## config.mk

```make
export PLATFORM = sky130hd
export DESIGN_NAME = mq_arbiter
export DESIGN_NICKNAME = d
export VERILOG_FILES = /design/src/rtl/mq_arbiter.sv
export SDC_FILE = /design/constraint.sdc
export NUM_CORES = 1
export LEC_CHECK = 0
export ABC_AREA = 1
export CORE_MARGIN = 3
export CORE_UTILIZATION = 55
export DETAILED_ROUTE_END_ITERATION = 8
export PLACE_DENSITY = 0.75
export SLEW_MARGIN = 10
export SYNTH_ARGS = -nofsm -noshare
export SYNTH_HDL_FRONTEND = slang
export SYNTH_SLANG_ARGS = --single-unit
```

## constraint.sdc

```tcl
create_clock -name clk -period 6.5 [get_ports clk]
set_clock_uncertainty 0.2 [all_clocks]
set_input_delay 1.3 -clock clk [delete_from_list [all_inputs] [get_ports clk]]
set_output_delay 1.3 -clock clk [all_outputs]
set_load 0.02 [all_outputs]
```

## src/rtl/mq_arbiter.sv

```systemverilog
module mq_arbiter #(
  parameter int N_IN  = 4,
  parameter int N_OUT = 16,
  localparam int PW   = $clog2(N_OUT),
  localparam int HW   = PW / 2
) (
  input  logic                          clk,
  input  logic                          rst_n,
  input  logic [N_IN-1:0]               req_valid,
  input  logic [N_IN-1:0]               req_multi,
  input  logic [N_IN-1:0][N_OUT-1:0]    req_mask,
  input  logic [N_IN-1:0]               hdr_seen,
  input  logic [N_OUT-1:0]              out_busy,
  output logic [N_IN-1:0]               grant_valid,
  output logic [N_IN-1:0][PW-1:0]       grant_port,
  output logic [N_IN-1:0][HW-1:0]       oh_bits,
  output logic [N_IN-1:0]               oh_strobe
);

  logic [N_IN-1:0]            pend;
  logic [N_IN-1:0][N_OUT-1:0] want;
  logic [N_IN-1:0][N_OUT-1:0] hold;
  logic [N_IN-1:0][N_OUT-1:0] avail;
  logic [N_IN-1:0][PW-1:0]    ptr;
  logic [N_IN-1:0][HW-1:0]    low_q;
  logic [N_IN-1:0]            low_pend;
  logic [N_OUT-1:0]           held_any;
  logic [N_OUT-1:0]           claimed;
  logic                       has_win [N_IN];
  logic [PW-1:0]              win     [N_IN];

  always_comb begin
    held_any = '0;
    for (int i = 0; i < N_IN; i++) held_any |= hold[i];
  end

  always_comb begin
    claimed = held_any;
    for (int i = 0; i < N_IN; i++) begin
      avail[i] = '0;
      if (pend[i] && hold[i] == '0 && !hdr_seen[i]) begin
        avail[i] = want[i] & ~out_busy & ~claimed;
        claimed  = claimed | avail[i];
      end
    end
  end

  for (genvar g = 0; g < N_IN; g++) begin : g_pick
    always_comb begin : pick
      logic [PW-1:0] idx;
      has_win[g] = 1'b0;
      win[g]     = '0;
      for (int k = 0; k < N_OUT; k++) begin
        idx = ptr[g] + PW'(k);
        if (!has_win[g] && hold[g][idx]) begin
          has_win[g] = 1'b1;
          win[g]     = idx;
        end
      end
    end
  end

  always_ff @(posedge clk) begin
    if (!rst_n) begin
      pend        <= '0;
      want        <= '0;
      hold        <= '0;
      ptr         <= '0;
      grant_valid <= '0;
      grant_port  <= '0;
      oh_bits     <= '0;
      oh_strobe   <= '0;
      low_q       <= '0;
      low_pend    <= '0;
    end else begin
      for (int i = 0; i < N_IN; i++) begin
        grant_valid[i] <= 1'b0;
        oh_strobe[i]   <= 1'b0;
        low_pend[i]    <= 1'b0;
        oh_bits[i]     <= low_pend[i] ? low_q[i] : '0;
        if (hdr_seen[i]) begin
          pend[i] <= 1'b0;
          hold[i] <= '0;
        end else if (hold[i] != '0) begin
          hold[i] <= '0;
          if (has_win[i]) begin
            pend[i]        <= 1'b0;
            ptr[i]         <= win[i] + 1'b1;
            grant_valid[i] <= 1'b1;
            grant_port[i]  <= win[i];
            oh_strobe[i]   <= 1'b1;
            oh_bits[i]     <= win[i][PW-1:HW];
            low_q[i]       <= win[i][HW-1:0];
            low_pend[i]    <= 1'b1;
          end
        end else begin
          hold[i] <= avail[i];
          if (!pend[i] && req_valid[i] && req_multi[i]) begin
            pend[i] <= 1'b1;
            want[i] <= req_mask[i];
          end
        end
      end
    end
  end

endmodule

```

## Word level (Yosys, flattened, before mapping)

Cells that the tools add are included.

- Memory bits (writable): 0
- Input bits: 94
- Register bits: 184
- Output and inout port bits: 32
- Latch bits: 0
- Memories kept: 0
- Bits in read-only memories: 0
- Word-level logic and storage cells: 667

- Bitwise operators: 32
- Equality and inequality tests: 4
- Magnitude comparators: 64
- Add/subtract/negate cells: 64
- Reductions and logical operators: 180
- Shifts and indexed selects: 0
- Mux-type cells: 291
- Divide/modulo/power cells: 0
- $mul: 0

Operators by type and width:

| kind | count |
|---|---|
| < comparator 4 x 5 -> 1 bit (second input constant) | 64 |
| binary-select mux 1 bit (select 4 bit) | 64 |
| 2-to-1 mux 4 bit | 64 |
| 2-to-1 mux 1 bit | 144 |
| adder 4 bit (second input constant) | 32 |
| bitwise AND 16 bit | 8 |
| bitwise OR 16 bit | 6 |
| inverter 16 bit | 5 |
| logical AND 1 bit | 76 |
| logical NOT 1 bit | 68 |
| adder 4 x 3 -> 4 bit (second input constant) | 16 |
| logical NOT 16 bit | 4 |
| nonzero test 16 bit | 4 |
| 2-to-1 mux 16 bit | 3 |
| adder 4 x 1 -> 4 bit (second input constant) | 8 |
| adder 4 x 2 -> 4 bit (second input constant) | 8 |
| 2-to-1 mux 2 bit | 16 |
| AND reduction 3 bit | 8 |
| OR reduction 4 bit | 4 |
| inverter 1 bit | 13 |
| OR reduction 3 bit | 4 |
| inequality test 2 bit (second input constant) | 4 |
| AND reduction 2 bit | 4 |
| nonzero test 2 bit | 4 |
| OR reduction 2 bit | 4 |

## Longest topological paths before layout

Gate-level depths: netlist of run 1.

- Depth in word-level cells: 51
- Depth in mapped cells: 30
- Depth with buffers taken out: 28

## Least setup slack after synthesis of run 1

Ideal clock, no wire load.

- Kind: flip-flop to flip-flop
- Start: reg ptr[5] in the netlist's numbering
- End: reg ptr[5] in the netlist's numbering
- Stages on the path, launching flop included: 23
- Data arrival time: 3.588 ns
- Required time: 6.175 ns
- Path slack: 2.587 ns
- Clock period less this slack: 3.913 ns
- Setup time: 0.125 ns
- Buffers on the path: 2
- Cell sequence: dfxtp_1 inv_1 buf_2 ha_1 inv_1 clkbuf_1 nand3_1 nand3_1 nand3_1 nand2_1 nand4_1 nor2_1 nand4_1 nor2_2 nand4_1 nor2_1 nand4_1 nand2_1 inv_1 a21oi_1 ha_1 o21ai_0 a21oi_1

RTL lines:

| element | RTL line | RTL |
|---|---|---|
| start: declaration | 24 | `logic [N_IN-1:0][PW-1:0] ptr;` |
| start signal: indexed assignment | 88 | `ptr[i] <= win[i] + 1'b1;` |

==> results.json, run 1 <==
{
  "status": "completed",
  "crit_path_end_kind": "register",
  "dieArea_um2": 25900,
  "grt_max_degree": 109,
  "area_growth_pct": 15.4,
  "drv_cap": 0,
  "finalCoreUtilization_pct": 64.7,
  "synth_most_common_cell": "nand2_1",
  "dpl_cell_area_um2": 14600,
  "dr_total_vias": 15500,
  "drive_above_1_share_pct": 3.88,
  "min_delay_worst_endpoint": "grant_port[3]",
  "die_h_um": 161,
  "worstHoldPathCells": 2,
  "crit_type": "register to register",
  "clock_latency_ns": 0.45,
  "htreeDepth": 4,
  "multi_input_area_um2": 8590,
  "grt_overflow_total": 0,
  "core-area_um2": 23500,
  "rows": 56,
  "yosys.area.top_type_share_pct": 26.7,
  "detail_route.wirelength_um": 44500,
  "cts_tree": "built",
  "n_fill_cell": 2219,
  "n_antenna_cell": 0,
  "setup_viol": 0,
  "holdCritStartpoint": "grant_port[3]",
  "timing.final.hold_violations": 0,
  "cp_max_fo": 18,
  "tightest_slew_ns": 1.02,
  "rsz0062_at_grt": "false",
  "tns_ns": 0,
  "cp-start-kind": "register",
  "ant_nets": 0,
  "antenna_found_initial": 0,
  "syn_area_per_cell_um2": 5.94,
  "clockBufferDepth": 2,
  "cts_resized": 0,
  "p_leak_nw": 7.12,
  "dp.final_hpwl_um": 33900,
  "clk_pin_slew_ns": 0.09,
  "viasPerCell": 5.89,
  "grt_pass1_wl_um": 71500,
  "dr.pass1.iters": 6,
  "fmax_ghz": 0.182,
  "postSynth.asyncResetShare_pct": 0,
  "synthTopCellsByArea": "dfxtp_1, nand3_1, nand2_1",
  "syn_inst": 2222,
  "numCtsBuffers": 17,
  "io_buffers": 125,
  "finalWeightedCongestion": 1.03,
  "yosysTopAreaCell": "dfxtp_1",
  "rrSetupSlack_ns": 1.0,
  "track_usage_pct": 33.7,
  "crit_required_ns": 6.66,
  "final_max_slew_viol_count": 0,
  "ir_worst_vdd_mv": 0.180,
  "grt_pass1_vias": 14200,
  "yosys_warnings": 0,
  "synth-main-ff-cell": "dfxtp_1",
  "r2r_start": "ptr[13]",
  "drcViolationCount": 0,
  "holdBufCountCts": 0,
  "yosys-top-cells-count": "nand2_1, nand3_1, nor2_1, inv_1, dfxtp_1",
  "fp.dieW_um": 161,
  "synth_nets": 2348,
  "final_area_um2": 15200,
  "final.min_clock_period_ns": 5.50,
  "pre_cts_ws_ns": 1.14,
  "wire_per_inst_um": 16.9,
  "worstPathArrival_ns": 5.66,
  "worstReg2RegEnd": "hold[59]",
  "netlist_area_um2": 13200,
  "clock_sinks": 176,
  "rr_worst_depth": 19,
  "timing.final.ws_setup_ns": 0.997,
  "slew_headroom_pct": 32.1,
  "finalCritPeriodShare_pct": 84.7,
  "yosysUniqueCellTypes": 48,
  "initial_core_util_pct": 56.1,
  "hold_class": "register to register",
  "postCtsSetupBuffers": 0,
  "cts_root_buf": "clkbuf_16",
  "yosysSeqAreaShare_pct": 26.7,
  "final_nets": 2433,
  "seqCellArea_um2": 3520,
  "power_density_nw_per_um2": 267,
  "io_pins": 126,
  "synth-edff-count": 0,
  "synth-seq-cells": 176,
  "drtIter0Drc": 2070
}
## cell type report
| cell class | count | area share (%) |
|---|---|---|
| multi-input cells | 1773 | 56.4 |
| flip-flops and latches | 176 | 23.1 |
| repair buffers | 134 | 8.62 |
| inverters | 205 | 5.05 |
| clock buffers | 17 | 2.79 |
| well taps | 319 | 2.62 |
| clock inverters | 15 | 1.43 |
## power breakdown
part	internal [mW]	switching [mW]	leakage (nW)
Combinational	0.571	1.20	5.38
Sequential	1.12	0.0702	1.43
Clock	0.541	0.570	0.308
## critical path: stages (launching register included)
cell and delay [ns]:
dfxtp_1 0.74, inv_1 0.50, ha_1 0.63, inv_1 0.41, nand3_1 0.18, nand3_1 0.14, nand2_1 0.08, nand2_1 0.07
nand2_2 0.11, nor2_8 0.16, nand4_4 0.12, nor2_4 0.18, nand4_2 0.15, nor2_4 0.18, nand4_4 0.12, nor4_2 0.23
inv_2 0.10, nor3_4 0.66, nand4_1 0.19, nor3b_1 0.24
## placed cells by master, fill, tap and decap left out, types with 4 or more instances in the layout
cell type,n
nand3_1,463
o21a_1,4
nor2_4,5
buf_4,9
inv_12,4
nand2_1,546
clkinv_8,6
dfxtp_1,176
a21oi_1,55
nor4_1,25
nand4_1,64
o21ai_1,5
nor2_1,336
clkbuf_16,17
ha_1,32
xor2_1,27
nor3_1,21
o21ai_0,104
or2_2,4
nor2_2,8
nor3b_1,31
clkinv_1,7
inv_2,14
nand4_2,4
inv_1,184
clkdlybuf4s50_1,124
## per-layer routing
metal / GRT usage, % / up-vias / share of wire [%]
li1: - / 7576 / -
met1: 45.7 / 7010 / 43
met2: 53.4 / 834 / 44
met3: 6.14 / 113 / 9.8
met4: 13.1 / 0 / 3.8
met5: 0 / - / 0
## stage by stage
stage                     hold WS, ns  power, mW  cells
final                           0.265       4.07   2639
after global routing            0.286       4.34   2639
after CTS                       0.267       4.03   2639
after detailed placement        0.255       2.94   2607
after global placement          0.252       2.94   2607
after floorplan                 0.236       2.48   2222
## state kept, by name, indices dropped and copies added (netlist names)
name / count
ptr: 16
hold: 64
oh_bits: 8
want: 64
pend: 4
low_pend: 4
grant_port: 16
## logic make-up (layout without fill, tap and decap cells)
| kind of cell | Yosys count | after routing | synth area share, % |
|---|---|---|---|
| AND/OR/NAND/NOR | 1524 | 1524 | 52.2 |
| buffers and inverters | 273 | 371 | 8.32 |
| XOR/XNOR | 34 | 34 | 2.48 |
| flip-flops | 176 | 176 | 26.7 |
| adder cells (fa/ha/maj) | 32 | 32 | 3.03 |
| AO/OA/AOI/OAI | 183 | 183 | 7.32 |
## worst max-delay path by stage
| stage | start | endpoint | slack, ns |
|---|---|---|---|
| floorplan | ptr[5] | ptr[5] | 2.59 |
| global placement | ptr[13] | hold[51] | 1.22 |
| detailed placement | ptr[13] | hold[59] | 1.14 |
| CTS | ptr[13] | hold[59] | 1.12 |
| global route | ptr[13] | hold[57] | 0.57 |
| finish | ptr[13] | hold[59] | 1.0 |
Power figures use the tool's default switching activity.
==> inputs of run 2 (changes only) <==
--- a/config.mk
+++ b/config.mk
@@ -7,9 +7,9 @@
 export LEC_CHECK = 0
 export ABC_AREA = 1
 export CORE_MARGIN = 3
-export CORE_UTILIZATION = 55
+export CORE_UTILIZATION = 53
 export DETAILED_ROUTE_END_ITERATION = 8
-export PLACE_DENSITY = 0.75
+export PLACE_DENSITY = 0.76
 export SLEW_MARGIN = 10
 export SYNTH_ARGS = -nofsm -noshare
 export SYNTH_HDL_FRONTEND = slang
==> constraint.sdc (replaced) <==
create_clock -name clk -period 4.9 [get_ports clk]
set_clock_uncertainty 0.2 [all_clocks]
set_input_delay 0.98 -clock clk [delete_from_list [all_inputs] [get_ports clk]]
set_output_delay 0.98 -clock clk [all_outputs]
set_load 0.02 [all_outputs]
==> results.json, run 2 (same netlist as run 1, synthesis figures left out) <==
{
  "clock_latency_ns": 0.44,
  "p_leak_nw": 7.32,
  "drtIter0Drc": 1830,
  "rows": 57,
  "status": "completed",
  "place_inst": 2655,
  "tns_ns": 0,
  "grt_overflow_total": 0,
  "crit_path_end_kind": "register",
  "viasPerCell": 5.87,
  "holdCritStartpoint": "grant_port[7]",
  "r2r_start": "ptr[1]",
  "fp.dieW_um": 164,
  "tightest_slew_ns": 1.05,
  "final_max_slew_viol_count": 0,
  "drive_above_1_share_pct": 5.63,
  "antenna_found_initial": 0,
  "ir_worst_vdd_mv": 0.448,
  "finalCoreUtilization_pct": 63.7,
  "grt_pass1_vias": 14300,
  "fmax_ghz": 0.221,
  "dpl_cell_area_um2": 14900,
  "min_delay_worst_endpoint": "grant_port[7]",
  "rrSetupSlack_ns": 0.37,
  "dr_total_vias": 15800,
  "initial_core_util_pct": 54.1,
  "postCtsSetupBuffers": 0,
  "total_power_mw": 5.39,
  "hold_class": "register to register",
  "power_density_nw_per_um2": 347,
  "cp-start-kind": "register",
  "core-area_um2": 24400,
  "crit_required_ns": 5.01,
  "timing.final.ws_setup_ns": 0.372,
  "io_buffers": 125,
  "io_pins": 126,
  "worstReg2RegEnd": "ptr[1]",
  "final_nets": 2476,
  "holdBufCountCts": 0,
  "setup_viol": 0,
  "numCtsBuffers": 17,
  "timing.final.hold_violations": 0,
  "multi_input_area_um2": 8590,
  "drcViolationCount": 0,
  "largestRegisters": "hold x64, want x64",
  "area_growth_pct": 17.7,
  "clockBufferDepth": 2,
  "n_fill_cell": 2334,
  "dieArea_um2": 26800,
  "track_usage_pct": 34.1,
  "finalNonFillerCells": 2687,
  "finalWeightedCongestion": 1.02,
  "wire_per_inst_um": 17.2,
  "worstHoldPathCells": 2,
  "htreeDepth": 4,
  "cts_root_buf": "clkbuf_16",
  "slew_headroom_pct": 30.3,
  "ant_nets": 0,
  "dr.pass1.iters": 6,
  "die_h_um": 164,
  "whs_ns": 0.264,
  "clk_pin_slew_ns": 0.08,
  "finalCritPeriodShare_pct": 92.4,
  "rsz0062_at_grt": "false",
  "dp.final_hpwl_um": 35800,
  "cts_resized": 0,
  "grt_pass1_wl_um": 73900,
  "detail_route.wirelength_um": 46200,
  "drv_cap": 0,
  "crit_type": "register to register",
  "clock_sinks": 176,
  "grt_max_degree": 109,
  "mostFrequentLayoutCells": "nand2_1, nand3_1, nor2_1, inv_1, dfxtp_1",
  "final_area_um2": 15500,
  "cts_tree": "built",
  "n_antenna_cell": 0,
  "pre_cts_ws_ns": 0.606,
  "final.min_clock_period_ns": 4.53,
  "worstPathArrival_ns": 4.64,
  "rr_worst_depth": 20,
  "seqCellArea_um2": 3520,
  "final_common_cell": "nand2_1",
  "cp_max_fo": 10
}
## run 2: how the worst max path moves through the flow
stage	start	end	slack (ns)
floorplan	ptr[5]	ptr[5]	0.99
global placement	ptr[6]	ptr[5]	0.60
detailed placement	ptr[1]	ptr[1]	0.61
CTS	ptr[1]	ptr[1]	0.50
global route	ptr[1]	ptr[2]	0.03
finish	ptr[1]	ptr[1]	0.37
## run 2: cell type report
type                       instances  area share, %
clock buffer                      18           2.83
tap                              324           2.61
inverter                         205           4.95
multi-input combinational       1773           55.2
sequential                       176           22.7
clock inverter                    14           1.18
timing repair buffer             177           10.5
## run 2: layer usage
metal	up-vias	routed length (um)	track usage [%]
li1	7658	-	-
met1	7109	20000	48.1
met2	890	20100	54.1
met3	124	4530	4.89
met4	0	1540	10.7
met5	-	0	0
## run 2: critical path, cell delays in order, from the launching register on
cell and delay, ns:
dfxtp_1 0.48, inv_1 0.11, ha_1 0.44, clkinv_1 0.28, nand3_1 0.19, nand3_1 0.10, nand2_1 0.11, o21ai_1 0.40
inv_1 0.16, nor3_1 0.29, nand4_1 0.16, nor2_1 0.21, nand3_1 0.16, nor2_1 0.22, nand2_1 0.07, nand3_1 0.09
nor2_1 0.05, nor2_2 0.17, ha_1 0.26, o21ai_0 0.17, a21oi_1 0.05
## run 2: report_power, final
group / leakage, nW / switching (mW) / internal [mW]
sequential: 1.43 / 0.0499 / 1.49
combinational: 5.60 / 1.61 / 0.804
clock: 0.294 / 0.720 / 0.712
